$ cat config.mk
export PLATFORM = sky130hd
export DESIGN_NAME = irq_merge_ctl
export DESIGN_NICKNAME = d
export VERILOG_FILES = /design/src/rtl/irq_merge_ctl.sv
export SDC_FILE = /design/constraint.sdc
export NUM_CORES = 1
export LEC_CHECK = 0
export BUFFER_PORTS_ARGS = -buffer_cell sky130_fd_sc_hd__buf_4
export CAP_MARGIN = 15
export CORE_ASPECT_RATIO = 1.5
export CORE_MARGIN = 2
export CORE_UTILIZATION = 35
export DETAILED_ROUTE_END_ITERATION = 10
export GPL_TIMING_DRIVEN = 0
export HOLD_SLACK_MARGIN = 0.03
export PLACE_DENSITY = 0.71
export SKIP_CTS_REPAIR_TIMING = 1
export SLEW_MARGIN = 20
export SYNTH_ARGS = -nofsm -noshare
export SYNTH_HDL_FRONTEND = slang
export SYNTH_SLANG_ARGS = --single-unit
$ cat constraint.sdc
create_clock -name clk -period 1 [get_ports clk]
set_input_delay 0 -clock clk [delete_from_list [all_inputs] [get_ports clk]]
set_output_delay 0 -clock clk [all_outputs]
set_load 0.02 [all_outputs]
$ cat src/rtl/irq_merge_ctl.sv
module irq_merge_ctl #(
  parameter int NUM_SRC = 10,
  parameter int DW      = 16,
  parameter int AW      = 2
) (
  input  logic               clk,
  input  logic               rst_n,
  input  logic [NUM_SRC-1:0] evt_i,
  input  logic [AW-1:0]      addr_i,
  input  logic [1:0]         op_i,
  input  logic [DW-1:0]      wdata_i,
  output logic [DW-1:0]      rdata_o,
  output logic               irq_n_o
);
  localparam int GIE_BIT = DW - 1;
  localparam logic [1:0] OP_RD  = 2'b00;
  localparam logic [1:0] OP_WR  = 2'b01;
  localparam logic [1:0] OP_SET = 2'b10;
  localparam logic [1:0] OP_CLR = 2'b11;
  localparam logic [AW-1:0] A_FLAG = AW'(0);
  localparam logic [AW-1:0] A_EN   = AW'(1);
  localparam logic [AW-1:0] A_STAT = AW'(2);

  logic [NUM_SRC-1:0] flags, flags_n;
  logic [NUM_SRC-1:0] en, en_n;
  logic               gie, gie_n;
  logic               irq_q;

  wire [NUM_SRC-1:0] wsrc = wdata_i[NUM_SRC-1:0];
  wire               wgie = wdata_i[GIE_BIT];
  wire               hit_flag = (addr_i == A_FLAG);
  wire               hit_en   = (addr_i == A_EN);

  always_comb begin
    flags_n = flags;
    if (hit_flag) begin
      case (op_i)
        OP_WR:   flags_n = wsrc;
        OP_SET:  flags_n = flags | wsrc;
        OP_CLR:  flags_n = flags & ~wsrc;
        default: flags_n = flags;
      endcase
    end
    flags_n = flags_n | evt_i;
  end

  always_comb begin
    en_n  = en;
    gie_n = gie;
    if (hit_en) begin
      case (op_i)
        OP_WR:   begin en_n = wsrc;        gie_n = wgie;        end
        OP_SET:  begin en_n = en | wsrc;   gie_n = gie | wgie;  end
        OP_CLR:  begin en_n = en & ~wsrc;  gie_n = gie & ~wgie; end
        default: ;
      endcase
    end
  end

  always_ff @(posedge clk or negedge rst_n) begin
    if (!rst_n) begin
      flags <= '0;
      en    <= '0;
      gie   <= 1'b0;
      irq_q <= 1'b0;
    end else begin
      flags <= flags_n;
      en    <= en_n;
      gie   <= gie_n;
      irq_q <= gie & |(flags & en);
    end
  end

  assign irq_n_o = ~irq_q;

  always_comb begin
    rdata_o = '0;
    if (op_i == OP_RD) begin
      case (addr_i)
        A_FLAG: rdata_o[NUM_SRC-1:0] = flags;
        A_EN: begin
          rdata_o[NUM_SRC-1:0] = en;
          rdata_o[GIE_BIT]     = gie;
        end
        A_STAT: rdata_o[GIE_BIT] = irq_q;
        default: rdata_o = '0;
      endcase
    end
  end
endmodule


-- Word level (Yosys, flattened, before mapping)
Cells that the tools add are included.
- register bits: 22
- logic and storage cells: 33
- input port bits: 32
- equality and inequality tests: 5
- multiplexer cells: 7
- reductions and logical operators: 5
- bitwise operators: 12
- operators by type and width (cell ; count):
    10-bit one-hot mux with 3 select lines ; 2
    10-bit bitwise AND ; 3
    10-bit bitwise OR ; 3
    10-bit one-hot mux with 2 select lines ; 1
    16-bit 2-to-1 mux ; 1
    10-bit 2-to-1 mux ; 1
    10-bit NOT ; 1
    10-bit OR reduction ; 1
    2-bit equality test, second input constant ; 3
    2-bit by 1-bit equality test with 1-bit output, second input constant ; 2
    2-bit zero test ; 2
    1-bit one-hot mux with 3 select lines ; 1
    3-bit nonzero test ; 1
    1-bit bitwise AND ; 2
    1-bit NOT ; 2
    1-bit one-hot mux with 2 select lines ; 1
    2-bit AND reduction ; 1
    1-bit bitwise OR ; 1

-- Logic depth before layout (Yosys ltp)
Gate-level depths: netlist of run 1.
- depth after elaboration: 5
- gate-level depth with buffers: 6

-- Worst setup path before layout of run 1
No wires, ideal clock.
- kind: register to register
- start point: reg flags[6]
- end point: reg irq_q
- clock period less this slack: 1015 ps
- data required time: 866 ps
- stages on the path, launching flop included: 4
- setup time: 134 ps
- arrival time: 881 ps
- path slack: -15 ps
- cell sequence: dfrtp_1 a22o_1 a221oi_1 a31oi_1
- word-level cells in the longest chain between the ends: 3
- RTL lines (what ; line ; RTL):
    start: declaration ; 24 ; logic [NUM_SRC-1:0] flags, flags_n;
    start signal: assignment ; 67 ; flags <= flags_n;
    10-bit bitwise AND ; 70 ; irq_q <= gie & |(flags & en);
    10-bit OR reduction ; 70 ;
    1-bit bitwise AND ; 70 ;
    end signal: assignment ; 70 ;
    end: declaration ; 27 ; logic irq_q;
Every way passes these cells.
A chain may end at the register's enable or synchronous reset.

-- Worst setup path in the final report of run 1
Ends and elaborated chain as after synthesis.

==> results by group, run 1 <==
Outcome
  • Outcome: finished with violations
  • Failing checks: setup timing

Clocking
  • TritonCTS clock tree: built
  • Root Buffer: clkbuf_8
  • Clk slew on worst S/H paths: 0.08 ns
  • CTS buffer count: 3
  • Clock sink count: 22
  • Clock Latency Late Sink: 0.27 ns
  • H-tree Lvls: 1
  • Clock buffer depth: 2

Timing
  • # setup viols final: 12
  • Final hold violations: 0
  • Max Fclk: 911 MHz
  • Tcrit/Tclk final: 1.10
  • Worst Slack Setup Final: -0.0978 ns
  • Unrepaired setup endpoints after global routing: yes
  • Min Tclk post-route: 1.10 ns
  • Worst Clk Skew: 0.000874 ns
  • Pins Over Slew Limit: 0

Worst setup path
  • Worst Path Arrival: 1.25 ns
  • Critical-path cell list: a22o_1, a221oi_2, a31oi_1
  • R2R Setup Slk: -0.1 ns
  • Cell family with most CP delay: compound AO/OA/AOI/OAI gates
  • CP Capture Type: flip-flop
  • Peak per-stage delay on the critical path: 0.41 ns
  • WP data required: 1.15 ns
  • CP max FO: 3
  • Crit path launch type: flip-flop
  • Bufs and invs on worst path: 0
  • Crit path kind: reg2reg
  • Slowest-stage cell, CP: dfrtp_1

Synthesis
  • Post-Synth XOR/XNOR Area: 0.0690
  • Mapped Avg Cell Area: 9.76 µm²
  • Post-Synth Simple-Gate Area: 0.0959
  • Synth top cells by count: 22 x dfrtp_1, 21 x a31oi_1, 12 x a22oi_1
  • Top-count cell post-synth: dfrtp_1
  • Top-area cell type share of the netlist area: 0.394
  • Synth Area in Compound Gates: 0.313
  • Number of library cell types mapped by synthesis: 26
  • Seq/Total Area, Yosys: 0.394
  • Mux contribution to synthesized area: 0
  • Yosys reg bits: 22
  • Synth area leaders: dfrtp_1 39%, a31oi_1 9.4%, o21bai_2 7.3%
  • Number of flops mapped to enable cells by yosys: 0
  • Mapped cell area: 1400 µm²
  • Synth Instances: 143
  • Adder-Cell Fraction of Synth Area: 0.0269
  • Combinational family with the most area after synthesis: compound AO/OA/AOI/OAI gates
  • FFs w/ async S/R, synth: 1.00
  • Synth Flop Type: dfrtp_1
  • Synth warn: 0
  • Cell type with the largest total area after synthesis: dfrtp_1

Global route
  • Number of global-route vias before repair: 1267
  • GRT Overall Usage: 0.166
  • First-pass GRT wire length: 5.87 mm
  • Antenna violations before repair: 0
  • Pin count of the biggest net entering global routing: 23
  • Total grt overflow: 0

Finish
  • Final Util: 0.517
  • Layout cells sized above 1: 0.402
  • Fill cell count: 369
  • Register area: 551 µm²
  • Nets: 241
  • # diodes: 0
  • Area growth, synth to finish: 44.1%
  • Area of the multi-input gates: 778 µm²

Routing
  • DR pass1 iterations: 4
  • Routed WL per cell: 15.4 µm
  • DRT antenna net count: 0
  • Detailed-route DRC error count: 0
  • Vias: 1355
  • Detailed-route vias per instance: 5.44
  • DRT iter0 DRCs: 85
  • Routed WL: 3.84 mm

Pwr
  • Power density over the cells: 1230 nW/µm²
  • Worst VDD drop: 0.000678 V
  • Leakage: 0.891 nW

Floorplan
  • CORE AREA: 3890 µm²
  • Top-level I/O count: 49
  • Die Footprint: 4520 µm²
  • Die width: 55.6 µm
  • Row count: 28
  • Die height: 81.4 µm
  • Initial Util: 0.359

Placement
  • Routability congestion estimate: 0.792
  • Hpwl dp: 2.58 mm
  • Port Buffers: 37
  • Worst slack, placed: -0.311 ns

Worst hold path
  • Hold Path Class: in2reg

Flow run
  • Max Cap Viol: 0
layer usage:
metal | track usage | up-vias | part of all wire
met2 | 0.298 | 46 | 0.53
met4 | 0.0854 | 0 | 0.017
met1 | 0.193 | 666 | 0.41
met3 | 0.0207 | 5 | 0.042
met5 | 0 | - | 0
li1 | - | 638 | -
stage by stage:
stage / TNS [ns] / total power [mW] / std cells / cell area, µm² / hold slack (ns)
floorplan: 0 / 1.53 / 147 / 1420 / -0.296
global placement: -6.00 / 1.76 / 229 / 1760 / -0.0908
detailed placement: -6.61 / 1.77 / 229 / 1760 / -0.0848
CTS: -3.05 / 2.34 / 232 / 1800 / -0.375
global route: -1.30 / 2.59 / 249 / 2010 / 0.0365
finish: -0.855 / 2.48 / 249 / 2010 / 0.0180
cell usage in the layout (no fill, tap or decap), drive strengths merged:
master	n
or2	1
o21ai	1
nor3b	1
buf	54
dlygate4sd3	12
nor2	10
o21bai	10
o21a	1
xnor2	10
conb	5
a21oi	10
xor2	1
a221oi	2
inv	5
clkbuf	8
and3	10
ha	3
a22oi	12
dfrtp	22
a31oi	21
and2	2
a22o	3
final timing paths:
kind                             from        to  cells past startpoint
max                          flags[6]     irq_q                      3
max in group asynchronous       rst_n     en[9]                      2
max reg2reg                  flags[6]     irq_q                      3
min                        wdata_i[3]  flags[3]                      3
min in group asynchronous       rst_n  flags[7]                      2
min reg2reg                       gie       gie                      1
tightest hold or removal path, cell delays in order:
cell and delay [ns]:
buf_4 0.10, a21oi_1 0.06, o21bai_2 0.09
flip-flops by register name, indices dropped and copies added (netlist names):
name and count:
flags 10, gie 1, irq_q 1, en 10
power breakdown:
group	switching, mW	total [mW]	internal [mW]
combinational	0.363	0.789	0.426
clock	0.304	0.574	0.270
sequential	0.111	1.12	1.01
total	0.778	2.48	1.70
kinds of logic after synthesis:
logic type	after synthesis
AO/OA/AOI/OAI	60
XOR/XNOR	11
adder cells (fa/ha/maj)	3
buffers and inverters	22
flip-flops	22
other	1
AND/OR/NAND/NOR	24
area by class of cell:
cell class	instances	area share
clock buffers	3	0.0205
plain buffers	17	0.0653
inverters	5	0.00933
multi-input cells	103	0.387
flip-flops and latches	22	0.274
well taps	45	0.0280
repair buffers	54	0.216
No activity file was read; power rests on OpenSTA's default activity.
==> inputs of run 2 (changes only) <==
- BUFFER_PORTS_ARGS: -buffer_cell sky130_fd_sc_hd__buf_4 -> -buffer_cell sky130_fd_sc_hd__buf_2
- CORE_UTILIZATION: 35 -> 44
- PLACE_DENSITY: 0.71 -> 0.84
- SLEW_MARGIN: 20 -> 30
==> run 2 against run 1 <==
Net effect: the run still ends with setup timing left; critical path depth did not move; largest cell class unchanged; sequential cell count stayed put; utilization rose by 12 points; global-route usage grew 3.7 points; cell count shrank 0.40%; register-to-register slack worse by 0.03 ns; die area is 19% lower; power up 3.7%; hold slack improved by 0.023 ns; sequential share of layout area is 0.59 points higher; clock skew is essentially flat.
==> results by group, run 2 (synthesis results as in run 1) <==
Outcome
  • Outcome: finished with violations
  • Failing checks: setup timing

Finish
  • Biggest regs: en: 10 flops, flags: 10 flops
  • Commonest non-fill, non-tap cell in the layout: buf_2
  • Final cell count without fillers: 248 (-0.40%)
  • Fill cell count: 254 (-31%)
  • Most frequent cells in the layout: 33 x buf_2, 22 x dfrtp_1, 21 x a31oi_1, 20 x buf_4, 12 x dlygate4sd3_1
  • Final Util: 0.636 (+0.119)
  • Area growth, synth to finish: 41.0%
  • Layout cells sized above 1: 0.418 (+0.0163)
  • # diodes: 0 (unchanged)
  • Nets: 244 (+1.2%)

Clocking
  • CTS buffer count: 3 (unchanged)
  • Root Buffer: clkbuf_8
  • TritonCTS clock tree: built
  • Clock buffer depth: 2 (unchanged)
  • Clock sink count: 22 (unchanged)
  • Clk slew on worst S/H paths: 0.08 ns (about the same)
  • Clock Latency Late Sink: 0.26 ns (about the same)
  • H-tree Lvls: 1 (unchanged)

Worst setup path
  • Slowest-stage cell, CP: dfrtp_1
  • CP Capture Type: flip-flop
  • Cell family with most CP delay: compound AO/OA/AOI/OAI gates
  • Bufs and invs on worst path: 0 (unchanged)
  • WP data required: 1.14 ns (about the same)
  • Worst Path Arrival: 1.27 ns (+0.02 ns)
  • CP max FO: 3 (unchanged)
  • Crit path kind: reg2reg
  • R2R Setup Slk: -0.13 ns (-0.03 ns)
  • Peak per-stage delay on the critical path: 0.40 ns (about the same)
  • Crit path launch type: flip-flop
  • Critical-path cell list: a22o_1, a221oi_2, a31oi_1

Placement
  • Worst slack, placed: -0.295 ns (+0.0154 ns)
  • Hpwl dp: 2.47 mm (-4.2%)
  • Routability congestion estimate: 0.827 (+4.5%)
  • Dpl cells: 224 (-2.2%)
  • Port Buffers: 37 (unchanged)

Global route
  • GRT Overall Usage: 0.203 (+0.0375)
  • Pin count of the biggest net entering global routing: 23 (unchanged)
  • First-pass GRT wire length: 5.67 mm (-3.3%)
  • Total grt overflow: 0 (unchanged)
  • Number of global-route vias before repair: 1250 (-1.3%)
  • Antenna violations before repair: 0 (unchanged)

Timing
  • Unrepaired setup endpoints after global routing: yes
  • Hold WS: 0.0410 ns (+0.0230 ns)
  • Worst Clk Skew: 0.000876 ns (+0.00000142 ns)
  • Slew headroom: 0.659
  • Min Tclk post-route: 1.13 ns (+0.0321 ns)
  • Slew @ Worst Pin: 0.512 ns
  • Final hold violations: 0 (unchanged)
  • Tcrit/Tclk final: 1.13 (+0.0321)
  • Pins Over Slew Limit: 0 (unchanged)
  • # setup viols final: 12 (unchanged)
  • Max Fclk: 885 MHz (-2.8%)
  • Worst Slack Setup Final: -0.130 ns (-0.0321 ns)

Routing
  • Detailed-route DRC error count: 0 (unchanged)
  • Routed WL: 3.85 mm (+0.31%)
  • Routed WL per cell: 15.5 µm (+0.72%)
  • DR pass1 iterations: 4 (unchanged)
  • DRT antenna net count: 0 (unchanged)
  • Vias: 1394 (+2.9%)
  • Detailed-route vias per instance: 5.62 (+3.3%)
  • DRT iter0 DRCs: 41 (-52%)

Worst hold path
  • Hold Path Class: in2reg

Pwr
  • Total power: 2.57 mW (+3.7%)
  • Power density over the cells: 1310 nW/µm² (+5.9%)
  • Sequential Power Share: 0.437 (-0.014)
  • Cell internal pwr: 1.78 mW (+4.4%)
  • Leakage: 0.889 nW (-0.24%)
  • Sw Share: 0.308 (-0.00500)
  • Clock power share: 0.253 (+0.022)
  • Psw: 0.794 mW (+2.0%)
  • Combinational power share: 0.310 (-0.008)
  • Worst VDD drop: 0.000814 V (+20%)

Floorplan
  • Die height: 73.0 µm (-10%)
  • Row count: 25 (-11%)
  • Top-level I/O count: 49 (unchanged)
  • CORE AREA: 3100 µm² (-20%)
  • Die width: 50.0 µm (-10%)
  • Die Footprint: 3650 µm² (-19%)
  • Initial Util: 0.451 (+0.0918)

Flow run
  • Max Cap Viol: 0 (unchanged)
-- run 2: changes by cell type in the layout (fill, tap and decap cells not counted) --
cell / previous run / this run
buf_4: 47 / 20
nor2_2: 0 / 1
nor2_1: 10 / 9
clkbuf_8: 3 / 4
buf_2: 3 / 33
-- run 2: metal layers --
layer	up-vias	track usage	part of all wire
li1	650	-	-
met1	658	0.242	0.37
met2	71	0.345	0.54
met3	15	0.0205	0.052
met4	0	0.130	0.036
met5	-	0	0
-- run 2: worst min-delay path, cell delays in order --
cell	delay, ns
buf_2	0.11
a21oi_1	0.07
o21bai_2	0.10
-- run 2: per-stage QoR --
stage	setup TNS (ns)	area (µm²)
floorplan	0	1420
global route	-1.35	1970
global placement	-5.59	1660
detailed placement	-6.16	1660
CTS	-2.96	1710
finish	-0.813	1970
-- run 2: cell type report --
cell class	count	area, µm²	area share
plain buffers	17	128	0.0648
flip-flops and latches	22	551	0.280
well taps	40	50.0	0.0254
multi-input cells	103	781	0.396
repair buffers	57	387	0.196
clock buffers	4	55.1	0.0280
inverters	5	18.8	0.00953
-- run 2: path summary, 6_finish.rpt --
check,startpoint,endpoint,cells past startpoint
setup / recovery,flags[6],irq_q,3
hold / removal,wdata_i[6],flags[6],3
setup reg to reg,flags[6],irq_q,3
hold reg to reg,flags[4],flags[4],2
max in group asynchronous,rst_n,flags[3],2
min in group asynchronous,rst_n,en[7],2
-- run 2: power groups by stage --
stage               registers [mW]  clock network, mW  logic (mW)
CTS                           1.11              0.654       0.605
floorplan                     1.10                  0       0.426
global placement              1.12                  0       0.588
global route                  1.14              0.687       0.865
finish                        1.12              0.652       0.798
detailed placement            1.13                  0       0.601
